[src/rtl/psram_seq_pkg.sv]
package psram_seq_pkg;

  typedef enum logic [2:0] {
    ST_PWRUP,
    ST_DUM_ACT,
    ST_DUM_PRE,
    ST_IDLE,
    ST_ACC_ACT,
    ST_ACC_PRE,
    ST_RF_LO,
    ST_RF_HI
  } seq_state_e;

  function automatic int unsigned umax(int unsigned a, int unsigned b);
    return (a > b) ? a : b;
  endfunction

  function automatic int unsigned umin(int unsigned a, int unsigned b);
    return (a < b) ? a : b;
  endfunction

endpackage

[src/rtl/psram_seq_timer.sv]
// Down-counter: loading N-1 makes the current state last N cycles.
module psram_seq_timer #(
  parameter int unsigned TW       = 16,
  parameter int unsigned RST_LOAD = 0
) (
  input  logic          clk,
  input  logic          rst,
  input  logic          load,
  input  logic [TW-1:0] load_val,
  output logic          done
);
  logic [TW-1:0] cnt;

  always_ff @(posedge clk) begin
    if (rst)                cnt <= TW'(RST_LOAD);
    else if (load)          cnt <= load_val;
    else if (cnt != '0)     cnt <= cnt - 1'b1;
  end

  assign done = (cnt == '0);
endmodule

[src/rtl/psram_seq_refresh.sv]
// Interval counter with a single sticky pending-refresh flag.
module psram_seq_refresh #(
  parameter int unsigned INTERVAL = 1544
) (
  input  logic clk,
  input  logic rst,
  input  logic enable,
  input  logic ack,
  output logic pending
);
  localparam int unsigned CW = $clog2(INTERVAL + 1);

  logic [CW-1:0] cnt;
  logic          tick;

  assign tick = enable && (cnt == CW'(INTERVAL - 1));

  always_ff @(posedge clk) begin
    if (rst || !enable) cnt <= '0;
    else if (tick)      cnt <= '0;
    else                cnt <= cnt + 1'b1;
  end

  always_ff @(posedge clk) begin
    if (rst) pending <= 1'b0;
    else     pending <= (pending && !ack) || tick;
  end
endmodule

[src/rtl/psram_seq.sv]
module psram_seq
  import psram_seq_pkg::*;
#(
  parameter int unsigned AW         = 15,
  parameter int unsigned DW         = 8,
  parameter int unsigned PWR_CYC    = 20000,
  parameter int unsigned DUMMY_N    = 8,
  parameter int unsigned CE_CYC     = 10,
  parameter int unsigned CE_PRE     = 5,
  parameter int unsigned CYC_MIN    = 16,
  parameter int unsigned WE_CYC     = 6,
  parameter int unsigned OE_ACC     = 4,
  parameter int unsigned RF_LO      = 6,
  parameter int unsigned RF_LO_MAX  = 800,
  parameter int unsigned RF_PRE     = 3,
  parameter int unsigned RF_CYC     = 16,
  parameter int unsigned REF_WINDOW = 1562
) (
  input  logic          clk,
  input  logic          rst,
  input  logic          req_valid,
  input  logic          req_write,
  input  logic [AW-1:0] req_addr,
  input  logic [DW-1:0] req_wdata,
  output logic          req_ready,
  output logic [DW-1:0] rd_data,
  output logic          rd_valid,
  output logic [AW-1:0] mem_addr,
  output logic          mem_cs_n,
  output logic          mem_we_n,
  output logic          mem_oe_n,
  output logic [DW-1:0] mem_dq_out,
  output logic          mem_dq_oe,
  input  logic [DW-1:0] mem_dq_in
);
  // derived cycle counts
  localparam int unsigned ACT_CYC  = umax(CE_CYC, umax(WE_CYC, OE_ACC));
  localparam int unsigned PRE_HOLD = umax(umax(CE_PRE, CYC_MIN - ACT_CYC), 2);
  localparam int unsigned PRE_ST   = PRE_HOLD - 1;   // plus one idle cycle
  localparam int unsigned RF_W     = umin(RF_LO, RF_LO_MAX);
  localparam int unsigned RF_HOLD  = umax(umax(RF_PRE, RF_CYC - RF_W), 2);
  localparam int unsigned RF_ST    = RF_HOLD - 1;
  localparam int unsigned MARGIN   = ACT_CYC + PRE_HOLD + 2;
  localparam int unsigned INTERVAL = REF_WINDOW - MARGIN;
  localparam int unsigned TMAX     = umax(PWR_CYC, umax(ACT_CYC, umax(PRE_HOLD, umax(RF_W, RF_HOLD))));
  localparam int unsigned TW       = $clog2(TMAX + 1);
  localparam int unsigned DCW      = $clog2(DUMMY_N + 1);

  seq_state_e     state;
  logic           t_load, t_done;
  logic [TW-1:0]  t_val;
  logic [DCW-1:0] dum_cnt;
  logic           init_done, rf_pend, rf_ack, accept, acc_wr;

  assign req_ready = (state == ST_IDLE) && !rf_pend;
  assign accept    = req_ready && req_valid;
  assign rf_ack    = (state == ST_IDLE) && rf_pend;

  psram_seq_timer #(.TW(TW), .RST_LOAD(PWR_CYC - 1)) u_timer (
    .clk(clk), .rst(rst), .load(t_load), .load_val(t_val), .done(t_done)
  );

  psram_seq_refresh #(.INTERVAL(INTERVAL)) u_refresh (
    .clk(clk), .rst(rst), .enable(init_done), .ack(rf_ack), .pending(rf_pend)
  );

  // timer reload for the state being entered
  always_comb begin
    t_load = 1'b0;
    t_val  = '0;
    unique case (state)
      ST_PWRUP:   if (t_done) begin t_load = 1'b1; t_val = TW'(ACT_CYC - 1); end
      ST_DUM_ACT: if (t_done) begin t_load = 1'b1; t_val = TW'(PRE_HOLD - 1); end
      ST_DUM_PRE: if (t_done && dum_cnt != DCW'(DUMMY_N - 1)) begin
                    t_load = 1'b1; t_val = TW'(ACT_CYC - 1);
                  end
      ST_IDLE:    if (rf_pend) begin t_load = 1'b1; t_val = TW'(RF_W - 1); end
                  else if (accept) begin t_load = 1'b1; t_val = TW'(ACT_CYC - 1); end
      ST_ACC_ACT: if (t_done) begin t_load = 1'b1; t_val = TW'(PRE_ST - 1); end
      ST_RF_LO:   if (t_done) begin t_load = 1'b1; t_val = TW'(RF_ST - 1); end
      default:    ;
    endcase
  end

  always_ff @(posedge clk) begin
    if (rst) begin
      state      <= ST_PWRUP;
      mem_cs_n   <= 1'b1;
      mem_we_n   <= 1'b1;
      mem_oe_n   <= 1'b1;
      mem_dq_oe  <= 1'b0;
      mem_addr   <= '0;
      mem_dq_out <= '0;
      rd_data    <= '0;
      rd_valid   <= 1'b0;
      dum_cnt    <= '0;
      init_done  <= 1'b0;
      acc_wr     <= 1'b0;
    end else begin
      rd_valid <= 1'b0;
      unique case (state)
        ST_PWRUP: if (t_done) begin
          mem_cs_n <= 1'b0;
          state    <= ST_DUM_ACT;
        end
        ST_DUM_ACT: if (t_done) begin
          mem_cs_n <= 1'b1;
          state    <= ST_DUM_PRE;
        end
        ST_DUM_PRE: if (t_done) begin
          if (dum_cnt == DCW'(DUMMY_N - 1)) begin
            init_done <= 1'b1;
            state     <= ST_IDLE;
          end else begin
            dum_cnt  <= dum_cnt + 1'b1;
            mem_cs_n <= 1'b0;
            state    <= ST_DUM_ACT;
          end
        end
        ST_IDLE: begin
          if (rf_pend) begin
            mem_oe_n <= 1'b0;
            state    <= ST_RF_LO;
          end else if (accept) begin
            mem_addr   <= req_addr;
            mem_dq_out <= req_wdata;
            acc_wr     <= req_write;
            mem_cs_n   <= 1'b0;
            mem_we_n   <= !req_write;
            mem_oe_n   <= req_write;
            mem_dq_oe  <= req_write;
            state      <= ST_ACC_ACT;
          end
        end
        ST_ACC_ACT: if (t_done) begin
          mem_cs_n  <= 1'b1;
          mem_we_n  <= 1'b1;
          mem_oe_n  <= 1'b1;
          mem_dq_oe <= 1'b0;
          if (!acc_wr) begin
            rd_data  <= mem_dq_in;
            rd_valid <= 1'b1;
          end
          state <= ST_ACC_PRE;
        end
        ST_ACC_PRE: if (t_done) state <= ST_IDLE;
        ST_RF_LO: if (t_done) begin
          mem_oe_n <= 1'b1;
          state    <= ST_RF_HI;
        end
        ST_RF_HI: if (t_done) state <= ST_IDLE;
        default: state <= ST_IDLE;
      endcase
    end
  end
endmodule

[config.mk]
export PLATFORM = sky130hd
export DESIGN_NAME = psram_seq
export DESIGN_NICKNAME = d
export VERILOG_FILES = /design/src/rtl/psram_seq_pkg.sv /design/src/rtl/psram_seq_timer.sv /design/src/rtl/psram_seq_refresh.sv /design/src/rtl/psram_seq.sv
export SDC_FILE = /design/constraint.sdc
export NUM_CORES = 1
export LEC_CHECK = 0
export BUFFER_PORTS_ARGS = -buffer_cell sky130_fd_sc_hd__buf_2
export CORE_UTILIZATION = 30
export CTS_BUF_LIST = sky130_fd_sc_hd__clkbuf_4 sky130_fd_sc_hd__clkbuf_8
export CTS_CLUSTER_DIAMETER = 40
export CTS_CLUSTER_SIZE = 8
export DETAILED_ROUTE_END_ITERATION = 12
export HOLD_SLACK_MARGIN = 0.03
export PLACE_DENSITY_LB_ADDON = 0.25
export SLEW_MARGIN = 20
export SYNTH_ARGS = -nofsm -noshare
export SYNTH_HDL_FRONTEND = slang
export SYNTH_SLANG_ARGS = --single-unit
[constraint.sdc]
create_clock -name clk -period 1.9 [get_ports clk]
set_input_delay 0.095 -clock clk [delete_from_list [all_inputs] [get_ports clk]]
set_output_delay 0.095 -clock clk [all_outputs]
set_load 0.05 [all_outputs]
# Word-level counts from Yosys, hierarchy flattened

Cells that the tools add are included.

Reduce and logical (&&, ||, !) cells: 33
Equality and inequality tests: 22
Mux-type cells: 41
Bitwise operators: 5
Add/subtract/negate cells: 3

Operator list:

| operator                                             | number |
|---|---|
| two-way mux 15 bit                                   | 2 |
| two-way mux 3 bit                                    | 10 |
| case mux 4 bit (6 select lines)                      | 1 |
| case mux 3 bit (7 select lines)                      | 1 |
| two-way mux 4 bit                                    | 5 |
| two-way mux 1 bit                                    | 16 |
| != test 2 bit (second input constant)                | 8 |
| zero test 15 bit                                     | 1 |
| AND reduction 3 bit                                  | 5 |
| nonzero test 15 bit                                  | 1 |
| subtractor 15 x 1 -> 15 bit (second input constant)  | 1 |
| AND reduction 7 bit                                  | 2 |
| equality test 3 bit (second input constant)          | 4 |
| adder 11 x 1 -> 11 bit (second input constant)       | 1 |
| equality test 11 bit (second input constant)         | 1 |
| OR reduction 2 bit                                   | 4 |
| equality test 3 x 2 -> 1 bit (second input constant) | 2 |
| logical AND 1 bit                                    | 6 |
| != test 2 x 1 -> 1 bit (second input constant)       | 3 |
| case mux 1 bit (2 select lines)                      | 3 |
| nonzero test 2 bit                                   | 3 |
| NOT 1 bit                                            | 5 |
| adder 4 x 1 -> 4 bit (second input constant)         | 1 |
| equality test 4 x 3 -> 1 bit (second input constant) | 1 |
| 13 further kinds                                     | 17 |

Logic and storage cells: 119
Output and inout bits: 37
Input bits: 35
Bits in registers: 72

# Longest topological paths before layout

Gate-level depths: netlist (run 1).

Depth in word-level cells: 7
Mapped depth: 8
Gate-level depth less buffers: 7

# Cells and area by module

From an unflattened synthesis (run 1), not the netlist that was laid out.

Cell total of the unflattened synthesis: 386
Area, all modules: 3321.9 sq um

Modules (own cells, without submodules):

| module            | times used | seq. area each (sq um) | cells each | area an instance (sq um) |
|---|---|---|---|---|
| psram_seq         | 1          | 900.9                  | 218        | 1899.3 |
| psram_seq_timer   | 1          | 300.3                  | 110        | 878.3 |
| psram_seq_refresh | 1          | 240.2                  | 58         | 544.3 |

# Least setup slack after synthesis (run 1)

Ideal clock, no wire load.

Path kind: register -> register
Start point: register u_timer.cnt[0]
End point: register rd_data[5]
Path buffers: 0
Library setup time: 128 ps
Clock period less this slack: 2002 ps
Stages on the path, launching flop included: 8
Path slack: -102 ps
Data required time: 1772 ps
Arrival time: 1875 ps
Cell sequence: dfxtp_1 > inv_1 > ha_1 > nor4b_4 > nand3_2 > nor4_4 > mux2i_1 > nor2_1

Cells in the longest elaborated chain, start to end: 2

RTL lines:

| item                                 | line                  | source |
|---|---|---|
| start: declaration                   | psram_seq_timer.sv:12 | `logic [TW-1:0] cnt;` |
| start signal: assignment             | psram_seq_timer.sv:15 | `if (rst) cnt <= TW'(RST_LOAD);` |
| start signal: assignment             | psram_seq_timer.sv:16 | `else if (load) cnt <= load_val;` |
| start signal: assignment             | psram_seq_timer.sv:17 | `else if (cnt != '0) cnt <= cnt - 1'b1;` |
| zero test 15 bit                     | psram_seq_timer.sv:20 | `assign done = (cnt == '0);` |
| AND reduction 3 bit (no source line) | n/a                   |  |
| end signal: assignment               | psram_seq.sv:141      | `rd_data <= mem_dq_in;` |
| end: declaration                     | psram_seq.sv:26       | `output logic [DW-1:0] rd_data,` |

Every way passes these cells.
A chain may end at the register's enable or synchronous reset.

# Worst setup path after layout (run 1)

Start point: register u_timer.cnt[1]
End point: register dum_cnt[2]

Cells in the longest elaborated chain, start to end: 2

RTL lines:

| item                                 | line                  | source |
|---|---|---|
| zero test 15 bit                     | psram_seq_timer.sv:20 |  |
| AND reduction 3 bit (no source line) | n/a                   |  |
| end signal: assignment               | psram_seq.sv:115      | `dum_cnt <= dum_cnt + 1'b1;` |
| end: declaration                     | psram_seq.sv:52       | `logic [DCW-1:0] dum_cnt;` |

Every way passes these cells.

==> results, run 1 <==
- For this run, the number of Yosys warnings is 0.
- The worst-margin pin slew is 584 ps.
- The clock latency at the later pin of the worst-skew pair is 350 ps.
- The clock sink count is 72.
- The proportion of synthesized chip area in sequential cells is approximately 46%.
- The worst reg-to-reg setup slack is 80 ps.
- The worst-case headroom to the max-slew limit is around three fifths.
- Dividing the synthesized area by the synthesized cell count gives 8.55 um2.
- The maximum operating frequency is 0.548 GHz.
- The number of endpoints failing setup at the final stage is 0.
- After detailed routing, the average wire length per cell comes to about 13 um.
- The share of flip-flops with an asynchronous set or reset after synthesis is 0%.
- During I/O placement, the number of pins put on the boundary was 72.
- The classification of the worst-slack hold path is in -> reg.
- Max-cap violations in this run came to 0.
- After synthesis the cells add up to around 3100 um2.
- Global routing consumed, over all layers together, 15.4% of the routing resources.
- The worst path uses around 96% of the clock period.
- The violation count after the first detailed-routing iteration is 106.
- The area of the placeable core is just under 10000 um2.
- The time the worst path needs with I/O delays and setup is 1820 ps.
- The most used flip-flop cell after synthesis is sky130_fd_sc_hd__dfxtp_1.
- The detail route stage leaves a number of antenna-violating nets equal to 0.
- The number of antenna violations at the first check in global routing was 0.
- Counting along the longest clock path gives a buffer depth of 2.
- The net total in the final layout is 536.
- The total wire length is about 8 mm.
- The H-tree level count is 3.
- Entering global routing, the biggest net connects 30 pins.
- In this run, synthesis produced a sequential element count of 72.
- TritonCTS built the clock tree.
- The clock transition time at the flip-flop clock pins of the worst setup and hold paths is ~80 ps.
- Compared with the post-synthesis result, the final layout area differs by 42.1%.
- The number of filler instances in the final layout is 1013.
- The overflow left after global routing is 0.
- The count of input and output buffers is 71.
- At the worst endpoint, the arrival time is 2070 ps.
- The worst-case IR drop observed on VDD is about 400 uV.
- The count of antenna diodes in the layout is 0.
- For this design the static power due to leakage is 1.75 nW.
- The design draws 2.93 mW.
- The via count normalized by instance count is around 4.7.
- The run finished with clean final reports.
- Of all nets on the critical path, the largest fanout is 8.
- The via count of the first global-routing pass is about 2800.
- The floorplan step set the die width to 104 um.
- The category of the critical setup timing path is reg -> reg.
- The max-slew violation count came to 0.
- The DRC violations left is 0.
- Routability-driven placement finished with a final weighted congestion of 0.784.
- The floorplan has 36 rows.
- The routed via count is roughly 3000.
- In this run, CTS created clock tree buffers numbering 9.
- The element type at the critical path end is a flop.
- In this run the clock root is driven by a sky130_fd_sc_hd__clkbuf_8.
- The data required time of the critical path is approximately 2100 ps.
- Setup repair after global routing could not meet its margin everywhere.
- The synthesized design contains 0 enable-type register cells.
- The number of different library cells used by synthesis comes to between 50 and 60.
- The die covers about 11000 um2.
- In this run the power density over the cells is 665 nW/um2.
- The post-synthesis instance total is about 360.
- The HPWL after detailed placement is 5.65 mm.
- Cells with a size suffix above 1 make up between 20% and 30% of the layout.
- The number of search-and-repair iterations in the first detailed-routing pass is 4.
- The hold violation count in the final report came to 0.
- The number of nets handed over by synthesis was 402.
- The die is 104 um tall.
- The global-route wire length before repair is 13.3 mm.
- For this configuration, the core starts out at a cell density of 31.3%.
- STA classifies the critical path startpoint as a flop.
- The number of instances in the placed design is 588.
- The largest clock skew in the final design is 8.02 ps.
- The final non-filler cell total is 635.
==> flip-flops by register name, indices dropped and copies added, names as in the netlist, 3 cells and up <==
signal	flops
dum_cnt	4
mem_addr	15
mem_dq_out	8
rd_data	8
state	3
u_refresh.cnt	11
u_timer.cnt	15
==> placed cells by master, fill, tap and decap left out, drive strengths merged, types with 3 or more instances in the layout <==
cell / n
a21oi: 36
xor2: 10
and3: 6
nand3: 13
nand3b: 3
nand2: 60
o21ai: 6
buf: 111
dfxtp: 72
o21bai: 5
inv: 6
mux2i: 9
xnor2: 9
a211oi: 5
nor3: 8
ha: 4
nor4: 9
nor2b: 5
clkinvlp: 4
nor2: 44
clkbuf: 10
dlygate4sd3: 31
==> cell families (layout without fill, tap and decap cells) <==
logic type	after synthesis	count (layout)	share of synthesized area [%]
AND/OR/NAND/NOR	164	164	26.6
flip-flops	72	72	46.5
AO/OA/AOI/OAI	70	70	13.8
buffers and inverters	24	163	2.94
XOR/XNOR	19	19	5.36
multiplexers	10	10	3.27
adder cells (fa/ha/maj)	4	4	1.61
==> power breakdown <==
part           internal [mW]  switching, mW
clock                  0.625          0.606
combinational          0.102         0.0754
sequential              1.52        0.00749
==> timing repair <==
action | in CTS | in global routing
endpoints found under the hold margin | 31 | 0
hold buffers | 31 | 0
setup buffers | 0 | 0
setup endpoints to repair | 0 | 14
resized for setup | 0 | 5
==> through the flow <==
step	TNS (ps)	setup WS [ps]	util [%]	instance area, um2	hold WS [ps]
floorplan	0	3.06	-	3110	200
global placement	0	94.1	39.1	3880	332
detailed placement	0	95.6	39.1	3880	342
CTS	0	70.8	44.3	4390	55.0
global route	-80.6	-27.8	44.5	4410	72.7
finish	0	75.3	44.5	4410	69.4
==> synthesized netlist by cell type (all sizes together), types with 3 or more instances <==
cell    number  area, um2
dfxtp       72       1440
nand3b       3       22.5
xor2        10       87.6
nor3         8       40.0
xnor2        9       78.8
mux2i        9       90.1
a21oi       36        180
inv          5       18.8
nor4         9       92.6
a211oi       5       37.5
o21ai        6       30.0
nor2b        5       31.3
o21bai       5       37.5
and3         6       37.5
nand3       13       70.1
nor2        44        165
clkbuf      17       63.8
nand2       60        225
ha           4       50.1
==> layer usage <==
layer  vias to the layer above  part of all wire, %  wire length, um  GRT usage, %
li1                       1528                    -                -             -
met1                      1394                   45             3670          18.2
met2                        46                   50             4040          26.4
met3                        11                  3.6              290          4.22
met4                         0                  1.3              103          5.82
met5                         -                    0                0             0
==> worst max-delay path, stage by stage (launching register included) <==
cell and delay, ps:
sky130_fd_sc_hd__dfxtp_2 330, sky130_fd_sc_hd__inv_2 50, sky130_fd_sc_hd__ha_2 170, sky130_fd_sc_hd__nor4b_4 210, sky130_fd_sc_hd__buf_4 210, sky130_fd_sc_hd__and4_2 290, sky130_fd_sc_hd__and3_1 210, sky130_fd_sc_hd__and4_1 190
sky130_fd_sc_hd__nor3_1 40
==> worst paths after layout <==
| check | end | from | depth (start not counted) |
|---|---|---|---|
| min | acc_wr | req_write | 3 |
| max | dum_cnt[2] | u_timer.cnt[1] | 8 |
| min reg2reg | u_refresh.cnt[0] | u_refresh.cnt[0] | 1 |
| max reg2reg | dum_cnt[2] | u_timer.cnt[1] | 8 |
==> cell type report <==
cell class / instances / area (um2) / share of cell area [%]
Sequential cell: 72 / 1440 / 32.7
Clock inverter: 6 / 68.8 / 1.56
Multi-Input combinational cell: 267 / 1600 / 36.3
Inverter: 5 / 18.8 / 0.426
Timing Repair Buffer: 142 / 978 / 22.2
Clock buffer: 10 / 131 / 2.98
Tap cell: 133 / 166 / 3.77
No activity file was read; power rests on OpenSTA's default activity.
==> run 2: changes to the inputs <==
- SYNTH_HIERARCHICAL: unset -> 1
==> run 2 against run 1 <==
Count of clock-buffer cells in the layout unchanged. Clock skew increased by 3.2 ps. Final area increased by 7.4%. Worst setup slack got worse by 62 ps. First-iteration DRC count unchanged. Register-to-register slack got worse by 60 ps. Sequential power about the same. Largest cell class unchanged. Highest routed layer unchanged.
==> results, run 2 <==
- The mean instance size in the synthesized netlist is 8.61 um2 (+0.68%).
- The number of filler instances in the final layout is 1063 (+4.9%).
- In this run the worst setup path begins at u_timer/cnt[3].
- The worst reg-to-reg setup slack is 10 ps (-60 ps).
- The power density relative to cell area is 591 nW/um2 (-11%).
- The number of search-and-repair iterations in the first detailed-routing pass is 4 (unchanged).
- The clock buffer count from CTS is 9 (unchanged).
- The most numerous cell in the Yosys netlist is sky130_fd_sc_hd__dfxtp_1.
- The mux cell area share after synthesis is 3.65% (+0.39 points).
- After synthesis, the cell types taking the most area are sky130_fd_sc_hd__dfxtp_1, sky130_fd_sc_hd__a21oi_1, sky130_fd_sc_hd__nand2_1.
- By area, the combinational part of the netlist is dominated by simple AND/OR/NAND/NOR gates.
- The synthesized design spends more area on one cell type than any other, namely sky130_fd_sc_hd__dfxtp_1.
- The clock latency at the later pin of the worst-skew pair was 350 ps (about the same).
- The initial cell density of the core came to 30.8% (-0.53 points).
- The cell area after technology mapping is 3320 um2 (+7.1%).
- The violation count after the first detailed-routing iteration is 106 (unchanged).
- The area of the placeable core is 10800 um2 (+8.9%).
- The biggest cell delay along the critical path is 530 ps (+200 ps).
- The per-cell routed wire length is 12.1 um (-5.2%).
- The floorplan die area is 11500 um2 (+6.9%).
- The ratio of final minimum period to clock period is 99.3% (+3.3 points).
- The classification of the worst-slack hold path is in -> reg.
- The number of endpoints failing setup at the final stage is 0 (unchanged).
- The pin count of the biggest net entering global routing is 26 (-13%).
- The net total in the final layout is 576 (+7.5%).
- The final weighted congestion of routability-driven global placement is 0.786 (+0.26%).
- The run finished with clean final reports.
- The count of input and output buffers is 71 (unchanged).
- The static leakage was 1.88 nW (+7.6%).
- The count of antenna diodes in the layout is 0 (unchanged).
- The number of core rows was 38 (+5.6%).
- The HPWL after detailed placement is 5.68 mm (+0.49%).
- The number of placed I/O pins is 72 (unchanged).
- The remaining antenna violation count after routing is 0 (unchanged).
- The top cell types in the final layout, fill and taps aside, are sky130_fd_sc_hd__buf_2, sky130_fd_sc_hd__dfxtp_1, sky130_fd_sc_hd__nand2_1, sky130_fd_sc_hd__a21oi_1, sky130_fd_sc_hd__buf_4.
- The number of antenna violations at the first check in global routing is 0 (unchanged).
- The maximum operating frequency is 0.530 GHz (-3.3%).
- The total of max-cap violations is 0 (unchanged).
- The hold violation count in the final report is 0 (unchanged).
- The H-tree level count is 3 (unchanged).
- The compound-gate portion of the synthesized area is 19.1% (+5.3 points).
- The count of warnings emitted by yosys is 6 (+6).
- The maximum VDD drop is 446 uV (+12%).
- Traced cell by cell, the critical path runs through buf_12 > or4b_4 > or3_1 > a211o_1 > a21oi_2.
- The via count of the first global-routing pass is 3104 (+10%).
- The area share of xor/xnor cells in the synthesized design is 1.85% (-3.5 points).
- The destination of the worst register-to-register timing path is u_timer/cnt[8].
- The die outline height is 107 um (+3.4%).
- The clock tree from TritonCTS is done.
- The launch point of the worst reg-to-reg path is u_timer/cnt[3].
- The proportion of synthesized chip area in sequential cells came to 43.4% (-3.1 points).
- The overflow left after global routing came to 0 (unchanged).
- The critical path launch point type is a flop.
- The depth of the worst register-to-register path came to 5 (-3).
- The share of flip-flops with an asynchronous set or reset after synthesis is 0% (unchanged).
- The element type at the critical path end is a flop.
- The most used flip-flop cell after synthesis is sky130_fd_sc_hd__dfxtp_1.
- The number of synthesized flops with an enable pin was 0 (unchanged).
- The die width came to 107 um (+3.4%).
- The most frequent standard cell in the layout excluding fill and tap cells is sky130_fd_sc_hd__buf_2.
- The data arrival at the endpoint of the critical path is 2170 ps (+100 ps).
- The worst-path cell with the longest stage delay is sky130_fd_sc_hd__or4b_4.
- The area share of the largest cell type after synthesis is 43.4% (-3.1 points).
- In this run the worst setup path terminates at u_timer/cnt[8].
- The data required time of the critical path is 2180 ps (+40 ps).
- The DRC violations left is 0 (unchanged).
- The worst hold slack after final layout is 71.8 ps (+2.39 ps).
- The max-slew violation count is 0 (unchanged).
- The clock transition time at the flip-flop clock pins of the worst setup and hold paths was 80 ps (about the same).
- The total power draw came to 2.80 mW (-4.6%).
- The largest registers in the layout are mem_addr: 15 flops, u_timer/cnt: 15 flops, u_refresh/cnt: 11 flops.
- The share of post-route cells with drive strength above 1 is 30.2% (+0.32 points).
- The clock sink count is 72 (unchanged).
- The via count normalized by instance count is 4.75 (+1.2%).
- The deepest clock path buffer count is 2 (unchanged).
- The total wire length is 8.25 mm (+1.9%).
- The all-layer global routing usage was 15.3% (-0.085 points).
- The count of state elements after synthesis was 72 (unchanged).
- Setup repair after global routing could not meet its margin everywhere.
- The largest clock skew in the final design is 11.2 ps (+3.20 ps).
- The commonest cells after synthesis are sky130_fd_sc_hd__dfxtp_1, sky130_fd_sc_hd__nand2_1, sky130_fd_sc_hd__a21oi_1.
- The category of the critical setup timing path is reg -> reg.
- The post-synthesis instance total was 386 (+6.3%).
- The routed via count was 3244 (+8.9%).
- The clock tree root buffer cell is sky130_fd_sc_hd__clkbuf_8.
- The maximum fanout count along the critical path is 5 (-3).
- The adder and majority gate portion of the synthesized area is 1.13% (-0.48 points).
- The area added between synthesis and finish is 42.5%.
- The global-route wire length before repair is 14.1 mm (+6.1%).
- The time the worst path needs with I/O delays and setup is 1890 ps (+62.3 ps).
- The post-synthesis simple-gate area fraction is 26.4% (-0.13 points).
- The number of distinct standard cells referenced by the synthesized netlist is 61 (+15%).
run 2: changes by cell type after synthesis, sizes merged, moves of 6 or more:
| cell | previous run | this run |
|---|---|---|
| a21oi | 36 | 47 |
| nor2 | 44 | 33 |
| o21ai | 6 | 17 |
| clkbuf | 17 | 7 |
| buf | 2 | 11 |
| nand2b | 0 | 7 |
| o31ai | 1 | 8 |
| or3 | 1 | 8 |
| nor4 | 9 | 3 |
| xnor2 | 9 | 3 |
| xor2 | 10 | 4 |
run 2: worst min-delay path by stage:
stage | from | endpoint | slack, ps | cells after the start
detailed placement | req_addr[11] | mem_addr[11] | 340 | 3
CTS | req_write | acc_wr | 50 | 3
global route | req_write | acc_wr | 80 | 3
floorplan | req_addr[10] | mem_addr[10] | 230 | 2
finish | req_write | acc_wr | 70 | 3
global placement | mem_dq_in[5] | rd_data[5] | 330 | 3
run 2: layout make-up:
type	instances	area, um2	area share, %
clock inverter	6	43.8	0.925
clock buffer	10	138	2.91
sequential	72	1440	30.5
tap	140	175	3.70
multi-input combinational	297	1850	39.0
timing repair buffer	148	1050	22.1
inverter	10	40.0	0.846
run 2: cell families after synthesis:
kind of cell	count (synthesis)
other cells	1
mux	12
simple gates	163
xor+xnor	7
flops	72
buf+inv	28
compound gates	100
fa+ha+maj	3
run 2: per-layer routing:
layer  global-route usage (%)  wire length, um
met1                     18.7             3800
met2                     26.2             4100
met3                     3.83              226
met4                     4.60              126
met5                        0                0
run 2: timing repair:
item,in CTS,in global routing
setup endpoints to repair,14,26
hold buffers,31,0
setup buffers,1,2
cloned,0,0
endpoints found under the hold margin,31,0
pin swaps,5,15
resized for setup,2,9
run 2: through the flow:
| step | area (um2) | worst slack [ps] | setup TNS, ps | std cells | utilization [%] |
|---|---|---|---|---|---|
| after floorplan | 3440 | -197 | -2650 | 397 | - |
| after global placement | 4180 | -5.47 | -5.47 | 633 | 38.7 |
| after detailed placement | 4180 | -64.4 | -499 | 633 | 38.7 |
| after CTS | 4680 | -16.0 | -63.5 | 681 | 43.4 |
| after global routing | 4730 | -121 | -1560 | 683 | 43.9 |
| final | 4730 | 13.0 | 0 | 683 | 43.9 |
run 2: power by group:
part           switching (mW)  total [mW]  internal (mW)
combinational          0.0643       0.163         0.0986
clock                   0.605        1.12          0.511
sequential            0.00493        1.52           1.51
total                   0.675        2.80           2.12
run 2: critical path, delay by kind of cell (launching register included):
kind                   cells  cell delay [ps]
DFF                        1              360
buffers and inverters      1              150
AOI/OAI and AO/OA          2              430
and+or+nand+nor            2              890
